## config.mk

```make
export PLATFORM = sky130hd
export DESIGN_NAME = sst_tx
export DESIGN_NICKNAME = d
export VERILOG_FILES = /design/src/rtl/sst_pkg.sv /design/src/rtl/sst_clkgen.sv /design/src/rtl/sst_ext_edge.sv /design/src/rtl/sst_shifter.sv /design/src/rtl/sst_tx.sv
export SDC_FILE = /design/constraint.sdc
export NUM_CORES = 1
export LEC_CHECK = 0
export ABC_AREA = 1
export BUFFER_PORTS_ARGS = -buffer_cell sky130_fd_sc_hd__buf_4
export CAP_MARGIN = 20
export CORE_ASPECT_RATIO = 1.4
export CORE_MARGIN = 2
export CORE_UTILIZATION = 56
export DETAILED_ROUTE_END_ITERATION = 10
export PLACE_DENSITY = 0.88
export SETUP_SLACK_MARGIN = 0.4
export SLEW_MARGIN = 15
export SYNTH_ARGS = -nofsm -noshare
export SYNTH_HDL_FRONTEND = slang
export SYNTH_SLANG_ARGS = --single-unit
```

## constraint.sdc

```tcl
create_clock -name clk -period 2.05 [get_ports clk]
set_input_delay 0.205 -clock clk [delete_from_list [all_inputs] [get_ports clk]]
set_output_delay 0.205 -clock clk [all_outputs]
set_load 0.02 [all_outputs]
```

## src/rtl/sst_pkg.sv

```systemverilog
package sst_pkg;

  // serial clock events seen by the shifter for one system clock
  typedef struct packed {
    logic fall;
    logic rise;
  } sck_ev_t;

  // half period in system clocks; zero is treated as one
  function automatic int unsigned half_cycles(input int unsigned d);
    return (d == 0) ? 1 : d;
  endfunction

endpackage

```

## src/rtl/sst_clkgen.sv

```systemverilog
module sst_clkgen import sst_pkg::*; #(
  parameter int DIV_W = 8
) (
  input  logic             clk,
  input  logic             rst_n,
  input  logic             run,
  input  logic [DIV_W-1:0] div,
  output logic             sck,
  output sck_ev_t          ev
);
  logic [DIV_W-1:0] hc;
  logic [DIV_W-1:0] lim;
  logic             wrap;

  assign lim  = DIV_W'(half_cycles(32'(div)) - 1);
  assign wrap = run && (hc >= lim);

  always_comb begin
    ev.fall = wrap && sck;
    ev.rise = wrap && !sck;
  end

  always_ff @(posedge clk or negedge rst_n) begin
    if (!rst_n) begin
      sck <= 1'b1;
      hc  <= '0;
    end else if (!run) begin
      sck <= 1'b1;
      hc  <= lim;
    end else if (wrap) begin
      sck <= ~sck;
      hc  <= '0;
    end else begin
      hc  <= hc + 1'b1;
    end
  end
endmodule

```

## src/rtl/sst_ext_edge.sv

```systemverilog
module sst_ext_edge import sst_pkg::*; (
  input  logic    clk,
  input  logic    rst_n,
  input  logic    sck_in,
  output sck_ev_t ev
);
  logic s1, s2, prev;

  always_ff @(posedge clk or negedge rst_n) begin
    if (!rst_n) begin
      s1   <= 1'b1;
      s2   <= 1'b1;
      prev <= 1'b1;
    end else begin
      s1   <= sck_in;
      s2   <= s1;
      prev <= s2;
    end
  end

  always_comb begin
    ev.fall = prev && !s2;
    ev.rise = !prev && s2;
  end
endmodule

```

## src/rtl/sst_shifter.sv

```systemverilog
module sst_shifter import sst_pkg::*; #(
  parameter int DATA_W = 8
) (
  input  logic              clk,
  input  logic              rst_n,
  input  logic              wr_stb,
  input  logic [DATA_W-1:0] wr_data,
  input  sck_ev_t           ev,
  output logic              txd,
  output logic              busy,
  output logic              empty,
  output logic              tend,
  output logic              overrun,
  output logic              shift_evt,
  output logic              load_evt,
  output logic              stop_evt
);
  localparam int CNT_W = $clog2(DATA_W);
  localparam logic [CNT_W-1:0] LAST = CNT_W'(DATA_W - 1);

  logic [DATA_W-1:0] tdr;
  logic [DATA_W-1:0] sr;
  logic [CNT_W-1:0]  bitn;
  logic              wr_ok, last_rise, load_idle, load_chain, adv_evt;

  assign wr_ok      = wr_stb && empty;
  assign shift_evt  = busy && ev.fall;
  assign adv_evt    = busy && ev.rise;
  assign last_rise  = adv_evt && (bitn == LAST);
  assign load_idle  = !busy && !empty;
  assign load_chain = last_rise && !empty;
  assign load_evt   = load_idle || load_chain;
  assign stop_evt   = last_rise && empty;

  always_ff @(posedge clk or negedge rst_n) begin
    if (!rst_n) begin
      tdr     <= '0;
      sr      <= '0;
      bitn    <= '0;
      txd     <= 1'b1;
      busy    <= 1'b0;
      empty   <= 1'b1;
      tend    <= 1'b1;
      overrun <= 1'b0;
    end else begin
      if (wr_ok) begin
        tdr   <= wr_data;
        empty <= 1'b0;
      end else if (load_evt) begin
        empty <= 1'b1;
      end
      if (wr_stb && !empty) overrun <= 1'b1;
      if (wr_ok)         tend <= 1'b0;
      else if (stop_evt) tend <= 1'b1;
      if (load_idle)     busy <= 1'b1;
      else if (stop_evt) busy <= 1'b0;
      if (load_evt) sr <= tdr;
      else if (shift_evt) begin
        txd <= sr[0];
        sr  <= sr >> 1;
      end
      if (load_idle)    bitn <= '0;
      else if (adv_evt) bitn <= bitn + 1'b1;
    end
  end
endmodule

```

## src/rtl/sst_tx.sv

```systemverilog
module sst_tx import sst_pkg::*; #(
  parameter int DATA_W = 8,
  parameter int DIV_W  = 8
) (
  input  logic              clk,
  input  logic              rst_n,
  input  logic              wr_stb,
  input  logic [DATA_W-1:0] wr_data,
  input  logic              ext_mode,
  input  logic [DIV_W-1:0]  div,
  input  logic              sck_in,
  input  logic              ie_empty,
  input  logic              ie_end,
  output logic              txd,
  output logic              sck_out,
  output logic              empty_flag,
  output logic              end_flag,
  output logic              irq_empty,
  output logic              irq_end,
  output logic              overrun
);
  sck_ev_t int_ev, ext_ev, sel_ev;
  logic    int_sck, busy, shift_evt, load_evt, stop_evt;

  sst_clkgen #(.DIV_W(DIV_W)) u_clkgen (
    .clk(clk), .rst_n(rst_n), .run(busy && !ext_mode), .div(div),
    .sck(int_sck), .ev(int_ev));

  sst_ext_edge u_ext (.clk(clk), .rst_n(rst_n), .sck_in(sck_in), .ev(ext_ev));

  assign sel_ev = ext_mode ? ext_ev : int_ev;

  sst_shifter #(.DATA_W(DATA_W)) u_shift (
    .clk(clk), .rst_n(rst_n), .wr_stb(wr_stb), .wr_data(wr_data), .ev(sel_ev),
    .txd(txd), .busy(busy), .empty(empty_flag), .tend(end_flag),
    .overrun(overrun), .shift_evt(shift_evt), .load_evt(load_evt),
    .stop_evt(stop_evt));

  assign sck_out   = ext_mode ? 1'b1 : int_sck;
  assign irq_empty = empty_flag && ie_empty;
  assign irq_end   = end_flag && ie_end;
endmodule

```

==> results.md <==
* Final worst setup slack at -0.338 ns
* Failing checks: setup timing
* Final WL at about 5100 um
* Status: finished with violations
* CP top delay family: simple AND/OR/NAND/NOR gates
* Drt first pass iters at 4
* Met2 Track Usage GR at 54.2%
* # port buffers at 29
* DRC viols at 0
* Post-synth EDFFs at 0
* Crit-path max FO at 7
* Hold Path End: u_ext.s1
* Reg clk slew, reported paths at approximately 0.06 ns
* Clk_lat worst skew at 0.29 ns
* GRT Residual Overflow at 0
* Post-layout min period at about 2.4 ns
* Area contributors post-synth: dfrtp_1, nand2_1, dfstp_2
* CP Data Arrival Time at 2.55 ns
* Synth unique cells at 30
* Worst endpoint required time at 2.21 ns
* Pint at approximately 0.0016 W
* Buffers & Inverters on Critical Path at 4
* CTS Buf Count at 5
* Die X at 54.5 um
* Die height at 74.7 um
* VDD IR max at 1.07 mV
* Hold wc startpoint: sck_in
* Sw Ratio at 29.7%
* Core ar. at ~3400 sq um
* Most frequent cells after synthesis: nand2_1, dfrtp_1, nand3_1
* Worst min path class: input port to flop
* Placer Congestion at ~0.8
* RSZ-0062 raised after global routing: yes
* Worst path slowest cell: ha_4
* Flops & latches, synth at 36
* Number of placement rows at 25
* Sw power at 0.000675 W
* Initial Util at 58.6%
* LEAKAGE at 1.45 nW
* DR vias/cell at 5.59
* ANT cells at 0
* WS Path Type: input port to flop
* Worst hold stages at 1
* First-pass GRT wire length at approximately 8000 um
* Worst-margin pin slew at 0.493 ns
* Wire per inst at 15.3 um
* Non-Filler Instances at between 300 and 400
* Synthesized cell area at 2000 sq um
* Gate power share at 26.4%
* Reg2Reg Depth at 12
* Initial antenna violation count at 0
* CTS tree: yes
* H-tree depth at 2
* Most instantiated library cell after synthesis: nand2_1
* Seq/Total Area, Yosys at a little under half
* Worst reg2reg path endpoint: u_shift.sr[6]
* Endpoint class of the critical path: flop
* Die area at 4070 sq um
* Clock Sinks at 36
* Clock tree buffer depth at 2
* Ports at 30
* Top cell type's share of synthesized area at 36.3%
* Via count at 1878
* Slew headroom at 67.1%
* Number of global-route vias before repair at 1881
* Root cell of the clock tree: clkbuf_8
* Yosys synthesis warning count at 0
* Largest net degree at the start of global routing at 37
* Seq pwr share at 44.3%
* Flop-to-flop setup slack at 0.17 ns
* Synth Net Count at roughly 260
* Iteration-0 DRC Markers at 56
* Share of flip-flops with an asynchronous set or reset at between 90% and 100%
* Final #Nets at 330
* Startpoint Class: input port
* Met3 Use GR at roughly 4.6%
* Post-Synthesis Cells at about 220
* Hold Vio Cnt, Final at 0
* Pins Over Slew Limit at 0
* Max stage delay on crit path at around 0.28 ns
* Hpwl dp at between 3000 and 4000 um
* All-Layer GR Usage at about 28%
* Post-synth top area cell: dfrtp_1
* Antenna Nets Post-Route at 0
* Tcrit/Tclk final at 117%
* Primary FF master, synth: dfrtp_1
* Met1 Usage GRT at a little over a quarter
* DP Area at 2430 sq um
* Global route hottest layer: met2
* Placed Instances at 313
* Fraction of layout cells with a size suffix above 1 at around two fifths
* Setup Viol. Count Final at 24
* Fmax at 419 MHz
* Area Growth Syn to Fin at 41.9%
* Avg Synthesized Cell Area at 8.92 sq um
* PD cells at between 800 and 900 nW/um^2
* Max-Cap Viols at 0
* Setup TNS at -5.54 ns
* Final Instance Area at between 2000 and 3000 sq um
* R2R Path Start: u_clkgen.hc[3]
* Critical path, cell by cell: buf_6 > or2_1 > inv_2 > nand3_2 > nand2_2 > inv_2 > ha_4 > nand2_4 > nor3_4 > xor2_1 > inv_1 > ha_4 > nand2_4 > o21a_1 > nand2_2 > nand2_2 > nand2_4 > nand4_4 > nand4_1 > nand3_2
* Clock share of power at 29.4%
* Worst Skew at 0.00858 ns
## metrics by stage
| step | util [%] | hold slack, ns | setup WS [ns] | total power, W |
|---|---|---|---|---|
| floorplan | - | -0.0906 | -0.309 | 0.00131 |
| global placement | 71.3 | 0.182 | -0.490 | 0.00148 |
| detailed placement | 71.3 | 0.180 | -0.639 | 0.00152 |
| CTS | 80.0 | 0.0188 | -0.221 | 0.00224 |
| global route | 83.2 | 0.0153 | -0.490 | 0.00242 |
| finish | 83.2 | 0.0253 | -0.338 | 0.00227 |
## power groups by stage
stage	registers (W)	logic [W]	clock network, W
after global placement	0.000993	0.000487	0
after CTS	0.000993	0.000559	0.000684
after floorplan	0.000984	0.000323	0
after global routing	0.00102	0.000682	0.000716
after detailed placement	0.00100	0.000515	0
final	0.00101	0.000600	0.000668
## how the worst max path moves through the flow
stage	cells after the start	slack [ns]	endpoint	from
6_report	20	-0.34	u_shift.sr[6]	div[3]
5_1_grt	23	-0.49	u_shift.sr[7]	div[3]
4_1_cts	23	-0.22	u_shift.sr[7]	div[3]
3_5_place_dp	21	-0.64	u_shift.sr[1]	div[4]
3_3_place_gp	22	-0.49	u_shift.sr[7]	div[6]
2_1_floorplan	21	-0.31	u_shift.sr[7]	div[4]
## cell families (layout without fill, tap and decap cells)
family                   count (synthesis)  count (layout)  share of synthesized area, %
buffers and inverters                   27              98                          5.64
adder cells (fa/ha/maj)                 12              12                          7.51
AND/OR/NAND/NOR                        121             122                          31.0
flip-flops                              36              36                          45.5
XOR/XNOR                                10              10                          4.38
AO/OA/AOI/OAI                           18              18                          5.95
## layout by cell type, fill, tap and decap left out, types with 2 or more instances in the layout
cell,n
nand3_2,6
buf_6,11
nand2_1,60
o22ai_2,2
clkbuf_8,7
buf_4,53
nand2_4,7
xnor2_1,2
nand3b_1,3
o21a_1,3
dfstp_2,7
o22ai_1,5
inv_1,19
a21oi_1,2
o21ai_0,2
ha_1,9
nand4_1,7
nor3_4,2
ha_4,3
nor2_1,9
xor2_1,7
inv_2,5
nand2_2,3
dfrtp_1,29
nand3_1,18
## timing repair
item | CTS | global route
gates resized for setup | 17 | 16
buffers inserted | 10 | 3
setup endpoints to repair | 24 | 24
pin swaps | 15 | 8
hold buffers | 1 | 0
gates cloned | 1 | 0
hold endpoints to repair | 29 | 0
## cell type report
class	instances	area, sq um
multi-input cells	162	1120
flip-flops and latches	36	910
fillers	183	574
repair buffers	65	532
inverters	25	98.8
clock buffers	7	96.3
well taps	40	50.0
clock inverters	1	30.0
## registers in the layout, indices dropped and copies added (netlist names)
| name | flops |
|---|---|
| u_shift.tdr | 8 |
| u_shift.sr | 8 |
| u_ext.s2 | 1 |
| u_clkgen.sck | 1 |
| u_clkgen.hc | 8 |
| u_shift.tend | 1 |
| u_ext.s1 | 1 |
| u_shift.txd | 1 |
| u_ext.prev | 1 |
| u_shift.busy | 1 |
| u_shift.bitn | 3 |
| u_shift.overrun | 1 |
| u_shift.empty | 1 |
## worst register-to-register path: stages, from the launching register on
cell	delay (ns)
dfrtp_1	0.46
ha_4	0.30
nand2_1	0.06
nor2_1	0.10
nor2_1	0.05
nand2_1	0.07
nand2_1	0.07
nand2_2	0.10
nand2_2	0.07
nand2_4	0.10
nand4_4	0.13
nand4_1	0.17
nand3_2	0.08
## layer usage
layer | wire [um] | vias up
li1 | - | 880
met1 | 1720 | 900
met2 | 2980 | 75
met3 | 201 | 23
met4 | 228 | 0
met5 | 0 | -
Power figures use the tool's default switching activity.
